`src/rtl/qch_pkg.sv`:
```
package qch_pkg;
  typedef enum logic [2:0] {
    Q_RUN     = 3'd0,
    Q_ENTER   = 3'd1,
    Q_STOPPED = 3'd2,
    Q_DENIED  = 3'd3,
    Q_EXIT    = 3'd4
  } q_state_e;
endpackage

```
`src/rtl/qch_sync.sv`:
```
module qch_sync #(
  parameter int          W       = 1,
  parameter bit          EN      = 1'b1,
  parameter logic [W-1:0] RST_VAL = '0
) (
  input  logic         clk_i,
  input  logic         rst_ni,
  input  logic [W-1:0] d_i,
  output logic [W-1:0] q_o
);
  generate
    if (EN) begin : g_ff2
      logic [W-1:0] s1_q, s2_q;
      always_ff @(posedge clk_i or negedge rst_ni) begin
        if (!rst_ni) begin
          s1_q <= RST_VAL;
          s2_q <= RST_VAL;
        end else begin
          s1_q <= d_i;
          s2_q <= s1_q;
        end
      end
      assign q_o = s2_q;
    end else begin : g_pass
      assign q_o = d_i;
    end
  endgenerate
endmodule

```
`src/rtl/qch_fsm.sv`:
```
module qch_fsm
  import qch_pkg::*;
#(
  parameter int NUM_CH = 4
) (
  input  logic              clk_i,
  input  logic              rst_ni,
  input  logic              req_n_i,
  input  logic [NUM_CH-1:0] acc_n_i,
  input  logic [NUM_CH-1:0] deny_i,
  output logic [NUM_CH-1:0] dev_req_n_o,
  output logic              accept_n_o,
  output logic              deny_o,
  output logic              busy_o
);
  q_state_e state_q, state_d;
  logic req_q, req_d, acc_n_q, acc_n_d, deny_q, deny_d;
  logic [NUM_CH-1:0] responded, cleared;

  for (genvar i = 0; i < NUM_CH; i++) begin : g_ch
    assign responded[i] = !acc_n_i[i] || deny_i[i];
    assign cleared[i]   = acc_n_i[i] && !deny_i[i];
    assign dev_req_n_o[i] = req_q;
  end

  logic all_resp, any_deny, all_clear;
  assign all_resp  = &responded;
  assign any_deny  = |deny_i;
  assign all_clear = &cleared;

  always_comb begin
    state_d = state_q;
    req_d   = req_q;
    acc_n_d = acc_n_q;
    deny_d  = deny_q;
    unique case (state_q)
      Q_RUN: if (!req_n_i) begin
        state_d = Q_ENTER;
        req_d   = 1'b0;
      end
      Q_ENTER: if (all_resp) begin
        if (any_deny) begin
          state_d = Q_DENIED;
          deny_d  = 1'b1;
        end else begin
          state_d = Q_STOPPED;
          acc_n_d = 1'b0;
        end
      end
      Q_STOPPED, Q_DENIED: if (req_n_i) begin
        state_d = Q_EXIT;
        req_d   = 1'b1;
      end
      Q_EXIT: if (all_clear) begin
        state_d = Q_RUN;
        acc_n_d = 1'b1;
        deny_d  = 1'b0;
      end
      default: state_d = Q_RUN;
    endcase
  end

  always_ff @(posedge clk_i or negedge rst_ni) begin
    if (!rst_ni) begin
      state_q <= Q_RUN;
      req_q   <= 1'b1;
      acc_n_q <= 1'b1;
      deny_q  <= 1'b0;
    end else begin
      state_q <= state_d;
      req_q   <= req_d;
      acc_n_q <= acc_n_d;
      deny_q  <= deny_d;
    end
  end

  assign accept_n_o = acc_n_q;
  assign deny_o     = deny_q;
  assign busy_o     = (state_q != Q_RUN) && (state_q != Q_STOPPED);


  dev_req_fall_chk: assert property (@(posedge clk_i) disable iff (!rst_ni)
    $fell(dev_req_n_o[0]) |-> $past(!req_n_i));

  accept_all_chk: assert property (@(posedge clk_i) disable iff (!rst_ni)
    $fell(accept_n_o) |-> $past(all_resp && !any_deny));

  deny_any_chk: assert property (@(posedge clk_i) disable iff (!rst_ni)
    $rose(deny_o) |-> $past(all_resp && any_deny));

  exit_clear_chk: assert property (@(posedge clk_i) disable iff (!rst_ni)
    ($rose(accept_n_o) || $fell(deny_o)) |-> $past(all_clear));

  acc_deny_excl_chk: assert property (@(posedge clk_i) disable iff (!rst_ni)
    !(!accept_n_o && deny_o));
endmodule

```
`src/rtl/qch_fanout.sv`:
```
module qch_fanout #(
  parameter int NUM_CH    = 4,
  parameter bit CTRL_SYNC = 1'b1,
  parameter bit DEV_SYNC  = 1'b1
) (
  input  logic              clk_i,
  input  logic              rst_ni,
  input  logic              test_cg_en_i,
  output logic              clk_req_o,
  input  logic              ctrl_req_n_i,
  output logic              ctrl_accept_n_o,
  output logic              ctrl_deny_o,
  output logic              ctrl_active_o,
  output logic [NUM_CH-1:0] dev_req_n_o,
  input  logic [NUM_CH-1:0] dev_accept_n_i,
  input  logic [NUM_CH-1:0] dev_deny_i,
  input  logic [NUM_CH-1:0] dev_active_i
);
  localparam int RW = 2 * NUM_CH;

  logic              req_n_s;
  logic [RW-1:0]     resp_s;
  logic              busy;

  qch_sync #(.W(1), .EN(CTRL_SYNC), .RST_VAL(1'b1)) u_ctrl_sync (
    .clk_i(clk_i), .rst_ni(rst_ni), .d_i(ctrl_req_n_i), .q_o(req_n_s)
  );

  qch_sync #(.W(RW), .EN(DEV_SYNC), .RST_VAL({{NUM_CH{1'b0}}, {NUM_CH{1'b1}}})) u_dev_sync (
    .clk_i(clk_i), .rst_ni(rst_ni),
    .d_i({dev_deny_i, dev_accept_n_i}), .q_o(resp_s)
  );

  qch_fsm #(.NUM_CH(NUM_CH)) u_fsm (
    .clk_i(clk_i), .rst_ni(rst_ni),
    .req_n_i(req_n_s),
    .acc_n_i(resp_s[NUM_CH-1:0]),
    .deny_i(resp_s[RW-1:NUM_CH]),
    .dev_req_n_o(dev_req_n_o),
    .accept_n_o(ctrl_accept_n_o),
    .deny_o(ctrl_deny_o),
    .busy_o(busy)
  );

  assign clk_req_o     = busy || test_cg_en_i;
  assign ctrl_active_o = |dev_active_i;


  test_clk_req_chk: assert property (@(posedge clk_i) disable iff (!rst_ni)
    test_cg_en_i |-> clk_req_o);

  dev_req_uniform_chk: assert property (@(posedge clk_i) disable iff (!rst_ni)
    (dev_req_n_o == '0) || (dev_req_n_o == '1));
endmodule

```
`config.mk`:
```
export PLATFORM = sky130hd
export DESIGN_NAME = qch_fanout
export DESIGN_NICKNAME = d
export VERILOG_FILES = /design/src/rtl/qch_pkg.sv /design/src/rtl/qch_sync.sv /design/src/rtl/qch_fsm.sv /design/src/rtl/qch_fanout.sv
export SDC_FILE = /design/constraint.sdc
export NUM_CORES = 1
export LEC_CHECK = 0
export BUFFER_PORTS_ARGS = -buffer_cell sky130_fd_sc_hd__buf_2
export CELL_PAD_IN_SITES_DETAIL_PLACEMENT = 1
export CELL_PAD_IN_SITES_GLOBAL_PLACEMENT = 2
export CORE_ASPECT_RATIO = 1.1
export CORE_MARGIN = 3
export CORE_UTILIZATION = 29
export DETAILED_ROUTE_END_ITERATION = 12
export PLACE_DENSITY = 0.79
export SLEW_MARGIN = 10
export SYNTH_ARGS = -nofsm -noshare
export SYNTH_HDL_FRONTEND = slang
export SYNTH_SLANG_ARGS = --single-unit
```
`constraint.sdc`:
```
create_clock -name clk_i -period 1.4 [get_ports clk_i]
set_input_delay 0.21 -clock clk_i [delete_from_list [all_inputs] [get_ports clk_i]]
set_output_delay 0.21 -clock clk_i [all_outputs]
set_load 0.02 [all_outputs]
```
### Yosys cells after proc, flatten, opt, wreduce, memory -nomap -nowiden

Cells that the tools add are included.

| operators by class | value |
|---|---|
| equal/unequal tests | 11 |
| muxes and demuxes | 17 |
| reductions and logical operators | 31 |

Operators with widths:

| kind | number |
|---|---|
| 4-bit AND reduction | 5 |
| 3-bit two-way mux | 4 |
| 3-bit case mux with 4 select lines | 1 |
| 1-bit two-way mux | 9 |
| 1-bit logical NOT | 8 |
| 4-bit OR reduction | 2 |
| 3-bit by 2-bit == test with 1-bit output (second input constant) | 2 |
| 2-bit by 1-bit inequality test with 1-bit output (second input constant) | 3 |
| 2-bit inequality test (second input constant) | 3 |
| 1-bit case mux with 2 select lines | 3 |
| 1-bit logical AND | 5 |
| 1-bit logical OR | 5 |
| 2-bit nonzero test | 2 |
| 3-bit by 1-bit == test with 1-bit output (second input constant) | 1 |
| 3-bit == test (second input constant) | 1 |
| 3-bit logical NOT | 1 |
| 3-bit by 2-bit inequality test with 1-bit output (second input constant) | 1 |
| 3-bit AND reduction | 1 |
| 3-bit nonzero test | 1 |
| 2-bit OR reduction | 1 |

| storage, ports and cells | value |
|---|---|
| register bits after elaboration | 24 |
| output and inout bits | 8 |

### Logic depth before layout (Yosys ltp)

Gate-level depths: netlist of run 1.

| depth | value |
|---|---|
| depth after elaboration | 5 |
| mapped depth | 3 |
| mapped depth without buffers | 3 |

### Modules after synthesis

Synthesis of run 1 repeated with hierarchy kept, for this count alone.

| unflattened totals | value |
|---|---|
| cell total of the unflattened synthesis | 64 |
| area total of the unflattened synthesis | 875.8 um2 |

Modules (own cells, without submodules):

| module | times used | cells each | area each (um2) |
|---|---|---|---|
| qch_sync at u_dev_sync | 1 | 16 | 410.4 |
| qch_fsm | 1 | 44 | 399.1 |
| qch_sync at u_ctrl_sync | 1 | 2 | 52.6 |
| qch_fanout | 1 | 2 | 13.8 |

### Worst setup path before layout of run 1

OpenSTA, ideal clock, no wires.

| path | value |
|---|---|
| path kind | register -> register |
| start point | reg u_dev_sync.g_ff2.s2_q[1], in the netlist u_dev_sync.q_o[1] |
| end point | reg u_fsm.acc_n_q, in the netlist u_fsm.accept_n_o |
| arrival | 1.343 ns |
| slack | -0.026 ns |
| stages on the path, launching flop included | 4 |
| period minus slack after synthesis | 1.426 ns |
| cells stage by stage | dfstp_2 > nor2b_1 > or4_4 > o32a_1 |

| between the ends | value |
|---|---|
| word-level cells in the longest chain between the ends | 5 |
| elaborated cells on any way between the ends | 8 |
| those cells by class | 2 x eq/ne; 6 x reduce/logical |

RTL lines:

| element | line | source |
|---|---|---|
| start, declared | qch_sync.sv:13 | `logic [W-1:0] s1_q, s2_q;` |
| start signal, assigned | qch_sync.sv:20 | `s2_q <= s1_q;` |
| 1-bit logical NOT | qch_fsm.sv:21 | `assign responded[i] = !acc_n_i[i] \|\| deny_i[i];` |
| 1-bit logical OR | qch_fsm.sv:21 |  |
| 4-bit AND reduction | qch_fsm.sv:27 | `assign all_resp = &responded;` |
| 2-bit by 1-bit inequality test with 1-bit output (no line) | n/a |  |
| 4-bit AND reduction (no line) (*) | n/a |  |
| end signal, assigned | qch_fsm.sv:72 | `acc_n_q <= acc_n_d;` |
| end, declared | qch_fsm.sv:17 | `logic req_q, req_d, acc_n_q, acc_n_d, deny_q, deny_d;` |

Mark *: on every way between the ends. The rest lies on a longest branch, timed or not.
A chain may end at the register's enable or synchronous reset.

### Final worst setup path of run 1

| path | value |
|---|---|
| start point | reg u_fsm.state_q[2] |
| end point | out clk_req_o |

| between the ends | value |
|---|---|
| word-level cells in the longest chain between the ends | 3 |
| elaborated cells on any way between the ends | 4 |
| those cells by class | 1 x eq/ne; 3 x reduce/logical |

RTL lines:

| element | line | source |
|---|---|---|
| start, declared | qch_fsm.sv:16 | `q_state_e state_q, state_d;` |
| start signal, assigned | qch_fsm.sv:70 | `state_q <= state_d;` |
| 3-bit by 2-bit inequality test with 1-bit output / 3-bit nonzero test (equally long branches) | qch_fsm.sv:79 | `assign busy_o = (state_q != Q_RUN) && (state_q != Q_STOPPED);` |
| 1-bit logical AND (*) | qch_fsm.sv:79 |  |
| 1-bit logical OR (*) | qch_fanout.sv:45 | `assign clk_req_o = busy \|\| test_cg_en_i;` |
| end, declared | qch_fanout.sv:9 | `output logic clk_req_o,` |

Marked as above.

==> metrics.cfg, run 1 <==
[placement]
io_buffers=23
gp_congestion=0.764
post_dp_cell_area_um2=986
hpwl_mm=1.10
dp_slack_ns=-0.0373

[floorplanning]
die_area_um2=3630
start_util_pct=30.7
pin_count=24
fp-row-count=20
core_um2=2780
die-width_um=57.7
die_h_um=62.9

[run]
cap_violations=0

[sta]
finalSetupViolations=3
slew_headroom_pct=66.3
slew_violations=0
fin_crit_sh_pct=102
skew_ns=0.00211
max_freq_ghz=0.702
worstMarginPinSlew_ns=0.501
rsz0062_at_grt=true
fin_ws_ns=-0.0247
setup-tns-final_ns=-0.0563
finalCriticalPeriod_ns=1.42
hold_viol_final=0

[grt]
busiest_layer=met2
antenna_found_initial=0
grtUsageTotal_pct=10.4
met3_usage_pct=2.48
grt_pass1_wl_mm=2.90
met2_usage_pct=19.4
overflow=0
grt_pass1_vias=710
grt_max_degree=25
use_met1_pct=10.6

[worst_setup_path]
worstSetupPathType=flop to output pin
rrSetupSlack_ns=-0.02
critical_path_buf_inv_count=1
crit_required_ns=1.19
cpMaxStageDelayCell=dfrtp_2
cpLargestDelayFamily=flip-flops
cp_slowest_stage_delay_ns=0.42
end_kind=output pin
start_kind=flop
cp.arrival_ns=1.21
crit_path_cell_trace=or3_4 -> buf_6
path_max_fanout=2

[detailed_routing]
drc=0
viasPerCell=4.53
ant_nets=0
drt-initial-drc-count=10
wirelength_mm=1.61
routedWlPerCell_um=12.4
first_pass_iters=4
num_vias=589

[run_status]
status=finished, violations left
violations=setup timing

[power_and_ir_drop]
ir_drop_v=0.000737
cellPowerDensity_nw_per_um2=1430
cellLeakagePower_nw=0.540

[synthesis]
ys_types=24
synth-edff-count=0
ys.flop_type=dfstp_2
syn_inst=60
synth_top_area_share_pct=37.0
netlist_area_um2=852
ys_seq_area_share_pct=72.2
yosys_register_bits=24
ys_async_sr_fraction_pct=100
synth_common_cells=dfrtp_1, dfstp_2, nor2b_1, buf_4, nor2_1
yosys_warnings=0
avgSynthCellArea_um2=14.2
synth_top_area_cell=dfstp_2
synth_area_leaders=dfstp_2, dfrtp_1, nor2b_1, buf_4, nor2_1
syn-num-nets=76

[cts]
htree_levels=1
cts_tree=built
clk_pin_slew_ns=0.12
clock-sinks=24
cts_made_buffers=3
cts-root-buf=clkbuf_4
cts_buffer_depth=2
clkLatencyLatePin_ns=0.30

[cells_and_area]
areaGrowthSynthToFinish_pct=40.4
seq_area_um2=617
stdcell_area_um2=1200
n_antenna_cell=0
multi_input_area_um2=243
drive_gt1_share_pct=53.6
fillers=295
nNetsFinal=114

[worst_hold_path]
hp-class=flop to flop

==> cell type report <==
type / instances / share of cell area (%)
inverter: 1 / 0.314
sequential: 24 / 51.6
tap: 33 / 3.45
multi-input combinational: 31 / 20.3
clock buffer: 4 / 3.03
timing repair buffer: 37 / 21.3
==> power breakdown <==
part	total (mW)	switching, mW	internal (mW)
registers	0.845	0.0522	0.793
clock network	0.346	0.188	0.158
logic	0.519	0.267	0.252
==> logic make-up after synthesis <==
group / after synthesis / synth area share, %
flip-flops: 24 / 72.2
AO/OA/AOI/OAI: 9 / 7.93
buffers and inverters: 5 / 3.96
AND/OR/NAND/NOR: 22 / 15.9
==> through the flow <==
step                power (mW)  hold WS [ns]  instances  util [%]
floorplan                 1.15       -0.0856         60         -
global placement          1.25         0.197        113      35.5
detailed placement        1.26         0.206        113      35.5
CTS                       1.68         0.365        129      41.6
global route              1.83         0.369        130      43.1
finish                    1.71         0.365        130      43.1
==> timing repair <==
item / in CTS / in global routing
endpoints found under the hold margin: 21 / 0
pin swaps: 1 / 7
buffers inserted: 2 / 1
hold buffers: 10 / 0
setup endpoints to repair: 3 / 3
resized for setup: 5 / 8
cloned: 0 / 0
==> registers in the layout, summed over array words and instances, names as in the netlist <==
name                    count
u_fsm.accept_n_o            1
u_dev_sync.q_o              8
u_ctrl_sync.q_o             1
u_fsm.deny_o                1
u_fsm.state_q               3
u_ctrl_sync.g_ff2.s1_q      1
u_fsm.req_q                 1
u_dev_sync.g_ff2.s1_q       8
==> cells in the final DEF, fill, tap and decap left out, drive strengths merged, types with 3 or more instances in the layout <==
cell / instances
nor2b: 5
or4: 3
nand2: 3
clkbuf: 4
dfstp: 12
dfrtp: 12
dlygate4sd3: 10
o21ai: 3
buf: 27
nor2: 4
==> final timing paths <==
check / start / to / cells past startpoint
min in group asynchronous: rst_ni / u_dev_sync.q_o[6] / 2
hold / removal: u_ctrl_sync.g_ff2.s1_q / u_ctrl_sync.q_o / 0
hold reg to reg: u_ctrl_sync.g_ff2.s1_q / u_ctrl_sync.q_o / 0
setup reg to reg: u_dev_sync.q_o[0] / u_fsm.accept_n_o / 3
max in group asynchronous: rst_ni / u_fsm.state_q[2] / 2
setup / recovery: u_fsm.state_q[2] / clk_req_o / 2
==> per-layer routing <==
metal	wire length (um)	up-vias	share of wire, %
li1	-	283	-
met1	600	285	37
met2	922	21	57
met3	87	0	5.4
met4	0	0	0
met5	0	-	0
No activity file was read; power rests on OpenSTA's default activity.
==> run 2, diff against run 1 <==
==> constraint.sdc (replaced) <==
create_clock -name clk_i -period 1.22 [get_ports clk_i]
set_input_delay 0.183 -clock clk_i [delete_from_list [all_inputs] [get_ports clk_i]]
set_output_delay 0.183 -clock clk_i [all_outputs]
set_load 0.02 [all_outputs]
==> run 2 against run 1 <==
Net effect: the run still ends with setup timing left; flip-flop and latch count is the same; sequential power increased by 15%; via count is 7.0% higher; clock skew grew 0.0098 ns; global-route usage grew 0.53 points; non-clock buffer count up 6; sequential share of layout area is 2.9 points lower; combinational power rose by 37%; utilization rose by 2.4 points; final area grew 5.6%; cell count is 4.6% higher; highest routed layer is now met4.
==> metrics.cfg, run 2 (same netlist as run 1, synthesis figures left out) <==
[run_status]
status=finished, violations left  ; unchanged
violations=setup timing  ; unchanged

[sta]
fin_ws_ns=-0.220  ; was -0.0247 ns
slew_headroom_pct=66.4  ; was 66.3%
whs_ns=0.348  ; was 0.365 ns
finalSetupViolations=10  ; was 3
finalCriticalPeriod_ns=1.44
worstMarginPinSlew_ns=0.500  ; was 0.501 ns
fin_crit_sh_pct=118
max_freq_ghz=0.694
slew_violations=0  ; unchanged
rsz0062_at_grt=true  ; unchanged
skew_ns=0.0119  ; was 0.00211 ns
hold_viol_final=0  ; unchanged

[grt]
antenna_found_initial=0  ; unchanged
busiest_layer=met2  ; unchanged
use_met1_pct=10.6  ; about the same
met3_usage_pct=1.86  ; was 2.48%
grt_max_degree=25  ; unchanged
met2_usage_pct=21.0  ; was 19.4%
grt_pass1_vias=720  ; was 710
overflow=0  ; unchanged
grtUsageTotal_pct=10.9  ; was 10.4%
grt_pass1_wl_mm=3.04  ; was 2.90 mm

[run]
cap_violations=0  ; unchanged

[worst_setup_path]
path_depth=2  ; unchanged
crit_required_ns=1.46  ; was 1.19 ns
cp_slowest_stage_delay_ns=0.57  ; was 0.42 ns
rr_startpoint=u_dev_sync.q_o[4]  ; was u_dev_sync.q_o[0]
r2r_cells=2  ; was 3
cpMaxStageDelayCell=or4_4  ; was dfrtp_2
end_kind=flop  ; was output pin
crit_path_cell_trace=or4_4 -> o32a_1  ; was or3_4 -> buf_6
worstSetupPathType=flop to flop  ; was flop to output pin
cp.arrival_ns=1.68  ; was 1.21 ns
cpLargestDelayFamily=simple AND/OR/NAND/NOR gates  ; was flip-flops
crit_path_start=u_dev_sync.q_o[4]  ; was u_fsm.state_q[2]
path_max_fanout=3  ; was 2
critical_path_buf_inv_count=0  ; was 1
start_kind=flop  ; unchanged

[cells_and_area]
multi_input_area_um2=245  ; was 243 um2
drive_gt1_share_pct=54.4  ; was 53.6%
areaGrowthSynthToFinish_pct=48.3  ; was 40.4%
mostFrequentLayoutCells=buf_2, dfstp_2, dfrtp_1  ; unchanged
layout_commonest_cell=buf_2  ; unchanged
n_antenna_cell=0  ; unchanged
seq_area_um2=616  ; was 617 um2
fin_util_pct=45.5  ; was 43.1%
fillers=294  ; was 295
nNetsFinal=120  ; was 114

[placement]
io_buffers=23  ; unchanged
hpwl_mm=1.29  ; was 1.10 mm
gp_congestion=0.767  ; was 0.764

[floorplanning]
die_h_um=62.9  ; unchanged
die-width_um=57.7  ; unchanged
core_um2=2780  ; unchanged
fp-row-count=20  ; unchanged
pin_count=24  ; unchanged
die_area_um2=3630  ; unchanged
start_util_pct=30.7  ; unchanged

[power_and_ir_drop]
cellPowerDensity_nw_per_um2=1600  ; was 1430 nW/um2
ir_drop_v=0.000913  ; was 0.000737 V
cellLeakagePower_nw=0.570  ; was 0.540 nW

[cts]
clock-sinks=24  ; unchanged
clk_pin_slew_ns=0.13  ; was 0.12 ns
cts_buffer_depth=2  ; unchanged
cts-root-buf=clkbuf_4  ; unchanged
clkLatencyLatePin_ns=0.30  ; about the same
htree_levels=1  ; unchanged
cts_tree=built  ; unchanged
cts_made_buffers=3  ; unchanged

[detailed_routing]
viasPerCell=4.63  ; was 4.53
num_vias=630  ; was 589
routedWlPerCell_um=13.3  ; was 12.4 um
ant_nets=0  ; unchanged
drc=0  ; unchanged
wirelength_mm=1.81  ; was 1.61 mm
first_pass_iters=4  ; unchanged
drt-initial-drc-count=10  ; unchanged

[worst_hold_path]
hp-class=input pin to asynchronous set/reset pin  ; was flop to flop

## run 2: cell types whose count changed in the layout (fill, tap and decap cells not counted), sizes merged
| cell | before | now |
|---|---|---|
| buf | 27 | 33 |
## run 2: what timing repair did
action	4_1_cts	5_1_grt
setup endpoints to repair	11	12
pin swaps	3	4
cloned	0	0
hold buffers	10	0
resized for setup	6	14
hold endpoints to repair	21	0
buffers inserted	3	2
## run 2: final cells by class
cell class / instances / share of cell area (%)
sequential: 24 / 48.7
inverter: 1 / 0.297
timing repair buffer: 43 / 26.2
multi-input combinational: 31 / 19.4
clock buffer: 4 / 2.08
tap: 33 / 3.27
## run 2: path summary, 6_finish.rpt
path | to | slack, ns
worst min-delay path | u_dev_sync.g_ff2.s1_q[5] | 0.35
min in group clk_i | u_dev_sync.q_o[6] | 0.36
worst min register to register | u_dev_sync.q_o[6] | 0.36
max in group asynchronous | u_dev_sync.q_o[1] | 0.50
worst max register to register | u_fsm.accept_n_o | -0.22
worst max-delay path | u_fsm.accept_n_o | -0.22
## run 2: metal layers
metal	part of all wire (%)	vias to the layer above	routed length [um]
met2	60	18	1090
met1	35	315	633
li1	-	295	-
met4	0.72	0	13
met3	3.9	2	71
met5	0	-	0
## run 2: report_power, final
| group | internal, mW | switching, mW |
|---|---|---|
| Combinational | 0.377 | 0.333 |
| Clock | 0.127 | 0.213 |
| Sequential | 0.908 | 0.0646 |
| Total | 1.41 | 0.611 |
## run 2: metrics by stage
step / power (mW) / instance area [um2] / setup WS, ns / cells / TNS (ns)
global placement: 1.48 / 1030 / -0.174 / 117 / -0.414
finish: 2.02 / 1260 / -0.220 / 136 / -0.841
CTS: 1.97 / 1190 / -0.211 / 134 / -0.753
global route: 2.15 / 1260 / -0.250 / 136 / -1.44
detailed placement: 1.51 / 1030 / -0.214 / 117 / -0.529
floorplan: 1.33 / 863 / -0.137 / 60 / -0.262
## run 2: worst reg2reg max path, delay by kind of cell, from the launching register on
family | cells | cell delay [ns]
flops | 1 | 0.44
compound gates | 1 | 0.37
simple gates | 1 | 0.57
==> run 3, diff against run 2 <==
--- a/config.mk
+++ b/config.mk
@@ -10,9 +10,9 @@
 export CELL_PAD_IN_SITES_GLOBAL_PLACEMENT = 2
 export CORE_ASPECT_RATIO = 1.1
 export CORE_MARGIN = 3
-export CORE_UTILIZATION = 29
+export CORE_UTILIZATION = 32
 export DETAILED_ROUTE_END_ITERATION = 12
-export PLACE_DENSITY = 0.79
+export PLACE_DENSITY = 0.82
 export SLEW_MARGIN = 10
 export SYNTH_ARGS = -nofsm -noshare
 export SYNTH_HDL_FRONTEND = slang
==> constraint.sdc (replaced) <==
create_clock -name clk_i -period 1.5 [get_ports clk_i]
set_input_delay 0.225 -clock clk_i [delete_from_list [all_inputs] [get_ports clk_i]]
set_output_delay 0.225 -clock clk_i [all_outputs]
set_load 0.02 [all_outputs]
==> run 3 against run 2 <==
Net effect: the flow now finishes without violations; sequential share of layout area grew 3.1 points; flip-flop and latch count is the same; sequential power down 19%; final area down 6.0%; utilization up 1.6 points; global-route usage decreased by 0.19 points; highest routed layer unchanged.
==> metrics.cfg, run 3 (same netlist as run 1, synthesis figures left out) <==
[sta]
fin_crit_sh_pct=96.2
finalCriticalPeriod_ns=1.44
finalSetupViolations=0  ; was 10
rsz0062_at_grt=true  ; unchanged
slew_headroom_pct=67.0  ; was 66.4%
worstMarginPinSlew_ns=0.494  ; was 0.500 ns
setup-tns-final_ns=0  ; was -0.841 ns
whs_ns=0.364  ; was 0.348 ns
slew_violations=0  ; unchanged
skew_ns=0.00268  ; was 0.0119 ns
hold_viol_final=0  ; unchanged
fin_ws_ns=0.0567  ; was -0.220 ns
max_freq_ghz=0.693

[worst_setup_path]
start_kind=flop  ; unchanged
crit_path_cell_trace=or3_4 -> buf_6  ; was or4_4 -> o32a_1
rrSetupSlack_ns=0.06  ; was -0.22 ns
crit_end=clk_req_o  ; was u_fsm.accept_n_o
end_kind=output pin  ; was flop
cp.arrival_ns=1.22  ; was 1.68 ns
cp_slowest_stage_delay_ns=0.42  ; was 0.57 ns
worstSetupPathType=flop to output pin  ; was flop to flop
rr_startpoint=u_dev_sync.q_o[3]  ; was u_dev_sync.q_o[4]
cpMaxStageDelayCell=dfrtp_1  ; was or4_4
path_max_fanout=2  ; was 3
crit_path_start=u_fsm.state_q[2]  ; was u_dev_sync.q_o[4]
r2r_end=u_fsm.accept_n_o  ; unchanged
crit_required_ns=1.27  ; was 1.46 ns
r2r_cells=3  ; was 2
path_depth=2  ; unchanged
cpLargestDelayFamily=flip-flops  ; was simple AND/OR/NAND/NOR gates
critical_path_buf_inv_count=1  ; was 0

[power_and_ir_drop]
p_sw_uw=478  ; was 611 uW
finalPower_mw=1.71  ; was 2.02 mW
cellPowerDensity_nw_per_um2=1440  ; was 1600 nW/um2
ir_drop_v=0.000771  ; was 0.000913 V
swShare_pct=27.9  ; was 30.2%
p_seq_share_pct=45.8  ; was 48.1%
clockPowerShare_pct=26.1  ; was 16.8%
power_frac_comb_pct=28.1  ; was 35.1%
internal-power_mw=1.24  ; was 1.41 mW
cellLeakagePower_nw=0.536  ; was 0.570 nW

[cells_and_area]
mostFrequentLayoutCells=buf_2, dfstp_2, dfrtp_1  ; unchanged
seq_area_um2=616  ; unchanged
nNetsFinal=114  ; was 120
fin_util_pct=47.1  ; was 45.5%
final_cells=128  ; was 136
stdcell_area_um2=1190  ; was 1260 um2
drive_gt1_share_pct=49.5  ; was 54.4%
n_antenna_cell=0  ; unchanged
multi_input_area_um2=225  ; was 245 um2
layout_commonest_cell=buf_2  ; unchanged
fillers=276  ; was 294
areaGrowthSynthToFinish_pct=39.4  ; was 48.3%

[grt]
grt_pass1_vias=663  ; was 720
grt_pass1_wl_mm=2.75  ; was 3.04 mm
met3_usage_pct=2.81  ; was 1.86%
use_met1_pct=10.6  ; about the same
antenna_found_initial=0  ; unchanged
grt_max_degree=25  ; unchanged
busiest_layer=met2  ; unchanged
grtUsageTotal_pct=10.7  ; was 10.9%
overflow=0  ; unchanged
met2_usage_pct=21.3  ; was 21.0%

[floorplanning]
start_util_pct=33.8  ; was 30.7%
pin_count=24  ; unchanged
die_area_um2=3320  ; was 3630 um2
die_h_um=60.1  ; was 62.9 um
fp-row-count=19  ; was 20
die-width_um=55.2  ; was 57.7 um
core_um2=2520  ; was 2780 um2

[cts]
cts-root-buf=clkbuf_4  ; unchanged
htree_levels=1  ; unchanged
clkLatencyLatePin_ns=0.30  ; about the same
clock-sinks=24  ; unchanged
clk_pin_slew_ns=0.12  ; was 0.13 ns
cts_tree=built  ; unchanged
cts_made_buffers=3  ; unchanged
cts_buffer_depth=2  ; unchanged

[detailed_routing]
drc=0  ; unchanged
drt-initial-drc-count=4  ; was 10
wirelength_mm=1.67  ; was 1.81 mm
ant_nets=0  ; unchanged
num_vias=595  ; was 630
routedWlPerCell_um=13.0  ; was 13.3 um
viasPerCell=4.65  ; was 4.63
first_pass_iters=3  ; was 4

[worst_hold_path]
hp-class=flop to flop  ; was input pin to asynchronous set/reset pin

[placement]
io_buffers=23  ; unchanged
placed_cells=111  ; was 117
post_dp_cell_area_um2=983  ; was 1030 um2
gp_congestion=0.751  ; was 0.767
dp_slack_ns=0.0295  ; was -0.214 ns
hpwl_mm=1.15  ; was 1.29 mm

[run_status]
status=finished clean  ; was finished, violations left

[run]
cap_violations=0  ; unchanged

[run 3: worst min-delay path by stage]
stage	startpoint	endpoint	slack (ns)	cells past startpoint
CTS	dev_deny_i[2]	u_dev_sync.g_ff2.s1_q[6]	0.007	1
finish	u_ctrl_sync.g_ff2.s1_q	u_ctrl_sync.q_o	0.36	0
global route	u_ctrl_sync.g_ff2.s1_q	u_ctrl_sync.q_o	0.37	0
floorplan	rst_ni	u_dev_sync.g_ff2.s1_q[4]	-0.07	0
detailed placement	rst_ni	u_dev_sync.g_ff2.s1_q[6]	0.22	1
global placement	rst_ni	u_dev_sync.g_ff2.s1_q[6]	0.21	1
[run 3: per-layer routing]
layer	part of all wire [%]	wire length (um)
met5	0	0
met4	0.42	7
met3	6.3	105
met2	56	933
met1	37	624
[run 3: repair_timing]
action                     4_1_cts  5_1_grt
hold buffers                     6        4
pin swaps                        0        3
hold endpoints to repair        17        4
setup endpoints to repair        1        3
setup buffers                    2        1
gates resized for setup          0        6
[run 3: final cells by class]
| cell class | count | area share, % |
|---|---|---|
| inverter | 1 | 0.316 |
| multi-input combinational | 31 | 19.0 |
| clock buffer | 3 | 1.90 |
| tap | 31 | 3.27 |
| sequential | 24 | 51.8 |
| clock inverter | 1 | 2.53 |
| timing repair buffer | 37 | 21.2 |
[run 3: power by group through the flow]
stage                     registers, mW  logic (mW)  clock network, mW
final                             0.784       0.482              0.447
after global routing              0.793       0.538              0.493
after global placement            0.812       0.354                  0
after CTS                         0.783       0.440              0.465
after detailed placement          0.818       0.364                  0
after floorplan                   0.816       0.262                  0
